===== src/rtl/mode_keyreg_pkg.sv =====
package mode_keyreg_pkg;
  localparam int DATA_W   = 32;
  localparam int MODE_W   = 4;
  localparam int KEY_W    = 16;
  localparam int STRB_W   = DATA_W / 8;
  localparam int PAD_W    = DATA_W - MODE_W - KEY_W;
  localparam int NMODES   = 1 << MODE_W;
  localparam int RUNSEL_W = 2;

  localparam logic [MODE_W-1:0] MC_SAFE = 4'b0010;
  localparam logic [MODE_W-1:0] MC_DRUN = 4'b0011;
  localparam logic [MODE_W-1:0] MC_RUN0 = 4'b0100;

  // Codes with no operating mode behind them.
  function automatic logic code_reserved(input logic [MODE_W-1:0] m);
    case (m)
      4'b1001, 4'b1011, 4'b1100, 4'b1110: code_reserved = 1'b1;
      default:                            code_reserved = 1'b0;
    endcase
  endfunction

  // Run mode code picked by a wake event.
  function automatic logic [MODE_W-1:0] run_code(input logic [RUNSEL_W-1:0] s);
    run_code = MC_RUN0 | {{(MODE_W-RUNSEL_W){1'b0}}, s};
  endfunction
endpackage


===== src/rtl/keyreg_wr_decode.sv =====
module keyreg_wr_decode
  import mode_keyreg_pkg::*;
#(
  parameter logic [KEY_W-1:0] KEY_VAL = 16'h5AF0
) (
  input  logic                 sel,
  input  logic                 we,
  input  logic [STRB_W-1:0]    be,
  input  logic [DATA_W-1:0]    wdata,
  output logic                 key_hit,
  output logic                 inv_hit,
  output logic                 any_acc,
  output logic [MODE_W-1:0]    wr_mode
);
  localparam logic [KEY_W-1:0] INV_VAL = ~KEY_VAL;

  logic full_wr;
  assign full_wr = sel & we & (&be);
  assign any_acc = sel;
  assign wr_mode = wdata[DATA_W-1 -: MODE_W];
  assign key_hit = full_wr & (wdata[KEY_W-1:0] == KEY_VAL);
  assign inv_hit = full_wr & (wdata[KEY_W-1:0] == INV_VAL);
endmodule


===== src/rtl/keyreg_legal.sv =====
module keyreg_legal
  import mode_keyreg_pkg::*;
(
  input  logic [MODE_W-1:0] mode,
  input  logic [NMODES-1:0] enable,
  output logic              legal
);
  logic [NMODES-1:0] allow;

  for (genvar g = 0; g < NMODES; g++) begin : g_allow
    assign allow[g] = enable[g] & ~code_reserved(MODE_W'(g));
  end

  assign legal = allow[mode];
endmodule


===== src/rtl/mode_keyreg.sv =====
module mode_keyreg
  import mode_keyreg_pkg::*;
#(
  parameter logic [KEY_W-1:0]  KEY_VAL    = 16'h5AF0,
  parameter logic [MODE_W-1:0] RESET_MODE = MC_DRUN
) (
  input  logic                clk,
  input  logic                rst_n,
  input  logic                bus_sel,
  input  logic                bus_we,
  input  logic [STRB_W-1:0]   bus_be,
  input  logic [DATA_W-1:0]   bus_wdata,
  output logic [DATA_W-1:0]   bus_rdata,
  input  logic [NMODES-1:0]   mode_en,
  input  logic                hw_safe_req,
  input  logic                hw_wake,
  input  logic [RUNSEL_W-1:0] hw_run_sel,
  output logic                req_pulse,
  output logic [MODE_W-1:0]   req_mode,
  output logic                req_err
);
  logic              key_hit, inv_hit, any_acc, legal;
  logic [MODE_W-1:0] wr_mode;
  logic [MODE_W-1:0] mode_q, cand_q, hw_mode;
  logic              armed_q, hw_any;
  logic              commit_try, commit_ok, commit_bad;

  keyreg_wr_decode #(.KEY_VAL(KEY_VAL)) u_dec (
    .sel(bus_sel), .we(bus_we), .be(bus_be), .wdata(bus_wdata),
    .key_hit(key_hit), .inv_hit(inv_hit), .any_acc(any_acc), .wr_mode(wr_mode)
  );

  keyreg_legal u_leg (
    .mode(wr_mode), .enable(mode_en), .legal(legal)
  );

  assign hw_any     = hw_safe_req | hw_wake;
  assign hw_mode    = hw_safe_req ? MC_SAFE : run_code(hw_run_sel);
  assign commit_try = inv_hit & armed_q & (wr_mode == cand_q) & ~hw_any;
  assign commit_ok  = commit_try & legal;
  assign commit_bad = commit_try & ~legal;

  always_ff @(posedge clk) begin
    if (!rst_n) begin
      mode_q    <= RESET_MODE;
      cand_q    <= '0;
      armed_q   <= 1'b0;
      req_pulse <= 1'b0;
      req_err   <= 1'b0;
      req_mode  <= '0;
    end else begin
      if (hw_any)         mode_q <= hw_mode;
      else if (commit_ok) mode_q <= wr_mode;

      if (hw_any)       armed_q <= 1'b0;
      else if (key_hit) armed_q <= 1'b1;
      else if (any_acc) armed_q <= 1'b0;

      if (key_hit && !hw_any) cand_q <= wr_mode;

      req_pulse <= commit_ok;
      req_err   <= commit_bad;
      if (commit_ok) req_mode <= wr_mode;
    end
  end

  assign bus_rdata = {mode_q, {PAD_W{1'b0}}, ~KEY_VAL};


  req_single_cycle_chk: assert property (@(posedge clk) disable iff (!rst_n)
    req_pulse |=> !req_pulse);

  req_mode_matches_field_chk: assert property (@(posedge clk) disable iff (!rst_n)
    req_pulse |-> bus_rdata[DATA_W-1 -: MODE_W] == req_mode);

  err_keeps_field_chk: assert property (@(posedge clk) disable iff (!rst_n)
    req_err |-> ($stable(mode_q) && !req_pulse));

  arm_needs_key_chk: assert property (@(posedge clk) disable iff (!rst_n)
    $rose(armed_q) |-> $past(key_hit));

  safe_force_chk: assert property (@(posedge clk) disable iff (!rst_n)
    hw_safe_req |=> bus_rdata[DATA_W-1 -: MODE_W] == MC_SAFE);

  hw_disarms_chk: assert property (@(posedge clk) disable iff (!rst_n)
    hw_any |=> (!armed_q && !req_pulse && !req_err));
endmodule


===== config.mk =====
export PLATFORM = sky130hd
export DESIGN_NAME = mode_keyreg
export DESIGN_NICKNAME = d
export VERILOG_FILES = /design/src/rtl/mode_keyreg_pkg.sv /design/src/rtl/keyreg_wr_decode.sv /design/src/rtl/keyreg_legal.sv /design/src/rtl/mode_keyreg.sv
export SDC_FILE = /design/constraint.sdc
export NUM_CORES = 1
export LEC_CHECK = 0
export ABC_AREA = 1
export BUFFER_PORTS_ARGS = -buffer_cell sky130_fd_sc_hd__buf_2
export CAP_MARGIN = 5
export CORE_ASPECT_RATIO = 0.8
export CORE_UTILIZATION = 40
export DETAILED_ROUTE_END_ITERATION = 8
export PLACE_DENSITY_LB_ADDON = 0.1
export SETUP_SLACK_MARGIN = 0.2
export SLEW_MARGIN = 20
export SYNTH_ARGS = -nofsm -noshare
export SYNTH_HDL_FRONTEND = slang
export SYNTH_SLANG_ARGS = --single-unit

===== constraint.sdc =====
create_clock -name clk -period 2.6 [get_ports clk]
set_input_delay 0.52 -clock clk [delete_from_list [all_inputs] [get_ports clk]]
set_output_delay 0.52 -clock clk [all_outputs]
set_load 0.03 [all_outputs]

# Word-level counts from Yosys, hierarchy flattened
# Index checks and enable logic that the tools add are counted.
# W data, S select, Z words.
# totals
rom_bits,0
memories,0
ram_bits,0
regBits,15
output_inout_bits,38
latchBits,0
# op_classes
mux,7
n_bitwise,13
n_div,0
n_reduce_logical,6
n_mul,0
order_cmp,1
shift,0
add_sub_neg,0
eq_ne,3
# ops
operator,n
$eq A16 B15 Y1 const B,1
$eq A16 B16 Y1 const B,1
$and A1 B1 Y1,9
$mux W4,2
$lt A4 B5 Y1 const B,1
$bmux W1 S4,1
$eq A4 B4 Y1,1
$reduce_and A4 Y1,1
$reduce_bool A2 Y1,2
$mux W1,3
$mux W3,1
$not A1 Y1,3
$reduce_or A2 Y1,1
$logic_and A1 B1 Y1,1
$logic_not A1 Y1,1
$or A1 B1 Y1,1

# Longest topological paths before layout
# logic_depth
word_depth,9
ltp_mapped,14

# Modules after synthesis
# From an unflattened synthesis, not the netlist that was laid out.
# unflattened
cells_unflattened,218
area_unflattened_um2,1285.0
# by_module_without_submodules
module,area_per_inst_um2,cells_per_inst,n_inst
mode_keyreg,902.1,124,1
keyreg_wr_decode,203.9,49,1
keyreg_legal,178.9,45,1

# Worst setup path after synthesis
# No wires, ideal clock.
# synth_timing
kind,input to register
from,input port bus_wdata[28]
to,register mode_q[2]
setup_ps,66
stages,11
setup_slack_ps,1031
arrival_time_ps,1503
cell_sequence,buf_4 inv_2 o21ai_0 o21ai_0 nand3_1 nand2_1 nand2_1 buf_6 nand2_4 nand2_2 a21oi_2
# synth_between
elab_chain_len,5
elab_cells_between_ends,7
cone_classes,eq/ne (1); mux (2); bitwise (3); reduce/logical (1)
# synth_lines
element,line,text
from (decl),mode_keyreg.sv:12,"input logic [DATA_W-1:0] bus_wdata,"
branches (longest 3 deep; another with $bmux W1 S4),n/a,
$and A1 B1 Y1 *,mode_keyreg.sv:40,assign commit_ok = commit_try & legal;
$reduce_bool A2 Y1 (no source line) *,n/a,
to (signal assigned),mode_keyreg.sv:52,if (hw_any) mode_q <= hw_mode;
to (signal assigned),mode_keyreg.sv:53,else if (commit_ok) mode_q <= wr_mode;
to (decl),mode_keyreg.sv:24,"logic [MODE_W-1:0] mode_q, cand_q, hw_mode;"
# Every way passes the cells marked *. The select of a mux whose other input is x is not followed.
# A chain may end at the register's enable or synchronous reset.

# Worst setup path after layout
# layout_timing
from,input port bus_wdata[28]
to,register req_mode[3]
# layout_between
elab_chain_len,4
elab_cells_between_ends,6
cone_classes,eq/ne (1); mux (2); bitwise (3)
# layout_lines
element,line,text
branches (longest 3 deep; another with $bmux W1 S4),n/a,
$and A1 B1 Y1 *,mode_keyreg.sv:40,
to (signal assigned),mode_keyreg.sv:63,if (commit_ok) req_mode <= wr_mode;
to (decl),mode_keyreg.sv:19,"output logic [MODE_W-1:0] req_mode,"
# Marks and branches as above.

==> impl_metrics.yaml <==
clock_network:
  clkTransAtPathRegs_ns: 0.09
  clock-sinks: 15
  insertion_delay_ns: 0.28
  clockBufferDepth: 2
  numCtsBuffers: 3
  hold_buffers: 0
  clockRootBuffer: "clkbuf_4"
  cts.repair.resized: 0
  h-tree-depth: 1
  cts_tree: "yes"
  cts_setup_buffers: 0
critical_path:
  cp.buffers_inverters: 4
  critPathCaptureType: "flip-flop"
  crit_slowest_cell: "nand2_1"
  cp.required_ns: 2.82
  rrSetupSlack_ns: 1.03
  cpPeakStageDelay_ns: 0.26
  arrival_ns: 1.94
  cp-start-kind: "input pin"
  reg2reg_depth: 12
  r2r_end: "req_mode[3]"
  path_cells: "buf_2 > inv_2 > nand2_1 > nand2_1 > inv_1 > nand2_1 > nor2_1 > nand2_1 > nor2_2 > nand2_1 > inv_1 > nand2_1 > a21oi_1"
  path_class: "in2reg"
  crit_family: "simple AND/OR/NAND/NOR gates"
  crit_top_cell: "nand2_1"
  worstReg2RegStart: "cand_q[0]"
  crit_fanout: 11
floorplan:
  core_area_um2: 2580
  die_x_um: 61.8
  rows: 16
  io_pins: 98
  die_area_um2: 3080
  dieHeight_um: 49.8
  start_util_pct: 44.2
finish:
  multi_input_area_um2: 609
  syn_to_final_growth_pct: 18.0
  drive_gt1_share_pct: 26.5
  seq_area_um2: 300
  nets: 299
  postLayoutCoreUtil_pct: 52.2
  diodes: 0
  fin_area_um2: 1350
  nFillCells: 266
sta:
  slew_violations: 0
  fin_ws_ns: 0.879
  min_period_over_period_pct: 66.2
  final-hold-violation-count: 0
  setup_viol: 0
  clock_skew_ns: 0.00238
  tns_ns: 0
  rsz0062_at_grt: "false"
  fin_crit_ns: 1.72
  timing.fmax_mhz: 581
global_routing:
  grt_overflow: 0
  grt_max_degree: 12
  grt_pass1_vias: 961
  grt_first_pass_wirelength_um: 3960
  antenna_found_initial: 0
  track_usage_pct: 17.1
yosys:
  syn_inst: 185
  synth_area_leaders: "dfxtp_1, buf_4, nand2_1, inv_1, nand3_1"
  synth-seq-cells: 15
  seq_area_frac_synth_pct: 26.3
  synth_top_area_share_pct: 26.3
  synth_area_um2: 1140
  ys.warnings.count: 0
  avgSynthCellArea_um2: 6.17
  ys_types: 19
  synth_largest_area_cell: "dfxtp_1"
place:
  gp_congestion: 0.766
  placed_cell_area_um2: 1320
  io_buffers: 53
  pre_cts_slack_ns: 0.581
  dpl.hpwl_um: 2020
power_and_ir_drop:
  finalPower_uw: 520
  p_per_area_nw_per_um2: 386
  peakVddDrop_mv: 0.297
  leakage_uw: 0.000750
detailed_routing:
  postRouteAntennaNets: 0
  drc_errors: 0
  drt_iter0_markers: 31
  routed_wl_um: 2470
  wl_per_cell_um: 9.00
  dr_total_vias: 1168
  vias_per_cell: 4.26
  dr.pass1.iters: 4
hold_path:
  hold_depth: 2
  min_path_type: "reg2reg"
  min_from: "mode_q[3]"
  hold-path-endpoint: "mode_q[3]"
outcome:
  outcome: "complete, no violations"
run:
  max_cap_viol_count: 0
==> where the power goes <==
| group | internal (uW) | switching (uW) |
|---|---|---|
| registers | 233 | 1.42 |
| clock network | 59.5 | 74.7 |
| logic | 42.8 | 109 |
| total | 335 | 185 |
==> cells in the mapped netlist <==
master,n
inv_1,25
o21ai_0,10
nand2_2,1
buf_4,29
nand3b_1,1
buf_6,1
nand4_1,3
a21oi_1,10
nor4_1,2
dfxtp_1,15
nand2_1,42
nor2_2,1
nor2_1,19
nand2_4,1
inv_2,2
conb_1,2
nor3_1,4
nand3_1,15
a21oi_2,2
==> tightest hold or removal path, cell delays in order (launching register included) <==
cell	delay [ns]
dfxtp_1	0.32
nand2_1	0.06
a21oi_1	0.05
==> worst max path at each step <==
| stage | from | to | slack [ns] | depth (start not counted) |
|---|---|---|---|---|
| 2_1_floorplan | bus_wdata[28] | mode_q[2] | 1.03 | 11 |
| 3_3_place_gp | bus_wdata[28] | req_mode[3] | 0.58 | 10 |
| 3_5_place_dp | bus_wdata[28] | req_mode[3] | 0.58 | 13 |
| 4_1_cts | bus_wdata[28] | req_mode[3] | 0.87 | 13 |
| 5_1_grt | bus_wdata[28] | req_mode[3] | 0.68 | 13 |
| 6_report | bus_wdata[28] | req_mode[3] | 0.88 | 13 |
==> flip-flops by register name, indices dropped and copies added (netlist names) <==
register	flops
req_err	1
armed_q	1
req_pulse	1
cand_q	4
req_mode	4
mode_q	4
==> cell families (layout without fill, tap and decap cells) <==
| logic type | Yosys count | in the layout | share of synthesized area, % |
|---|---|---|---|
| AND/OR/NAND/NOR | 89 | 89 | 33.8 |
| flip-flops | 15 | 15 | 26.3 |
| other | 2 | 28 | 0.657 |
| AO/OA/AOI/OAI | 22 | 22 | 10.3 |
| buffers and inverters | 57 | 84 | 28.9 |
==> cell type report <==
class	count	share of cell area [%]
clock buffers	4	1.95
inverters	27	7.52
multi-input cells	139	45.2
flip-flops and latches	15	22.3
well taps	36	3.34
repair buffers	53	19.7
==> metal layers <==
| layer | track usage [%] | part of all wire [%] |
|---|---|---|
| met5 | 0 | 0 |
| met4 | 2.22 | 0 |
| met3 | 5.51 | 8.9 |
| met2 | 26.7 | 41 |
| met1 | 23.5 | 50 |
==> metrics by stage <==
stage,hold slack (ns),cells
floorplan,0.440,211
global placement,0.456,270
detailed placement,0.454,270
CTS,0.468,274
global route,0.476,274
finish,0.464,274
==> cells in the final DEF, fill, tap and decap left out, drive strengths merged <==
master and n:
buf 53, nand2 44, conb 28, inv 27
nor2 20, nand3 15, dfxtp 15, a21oi 12
o21ai 10, nor3 4, clkbuf 4, nand4 3
nor4 2, nand3b 1
(Power assumes the default switching activity.)
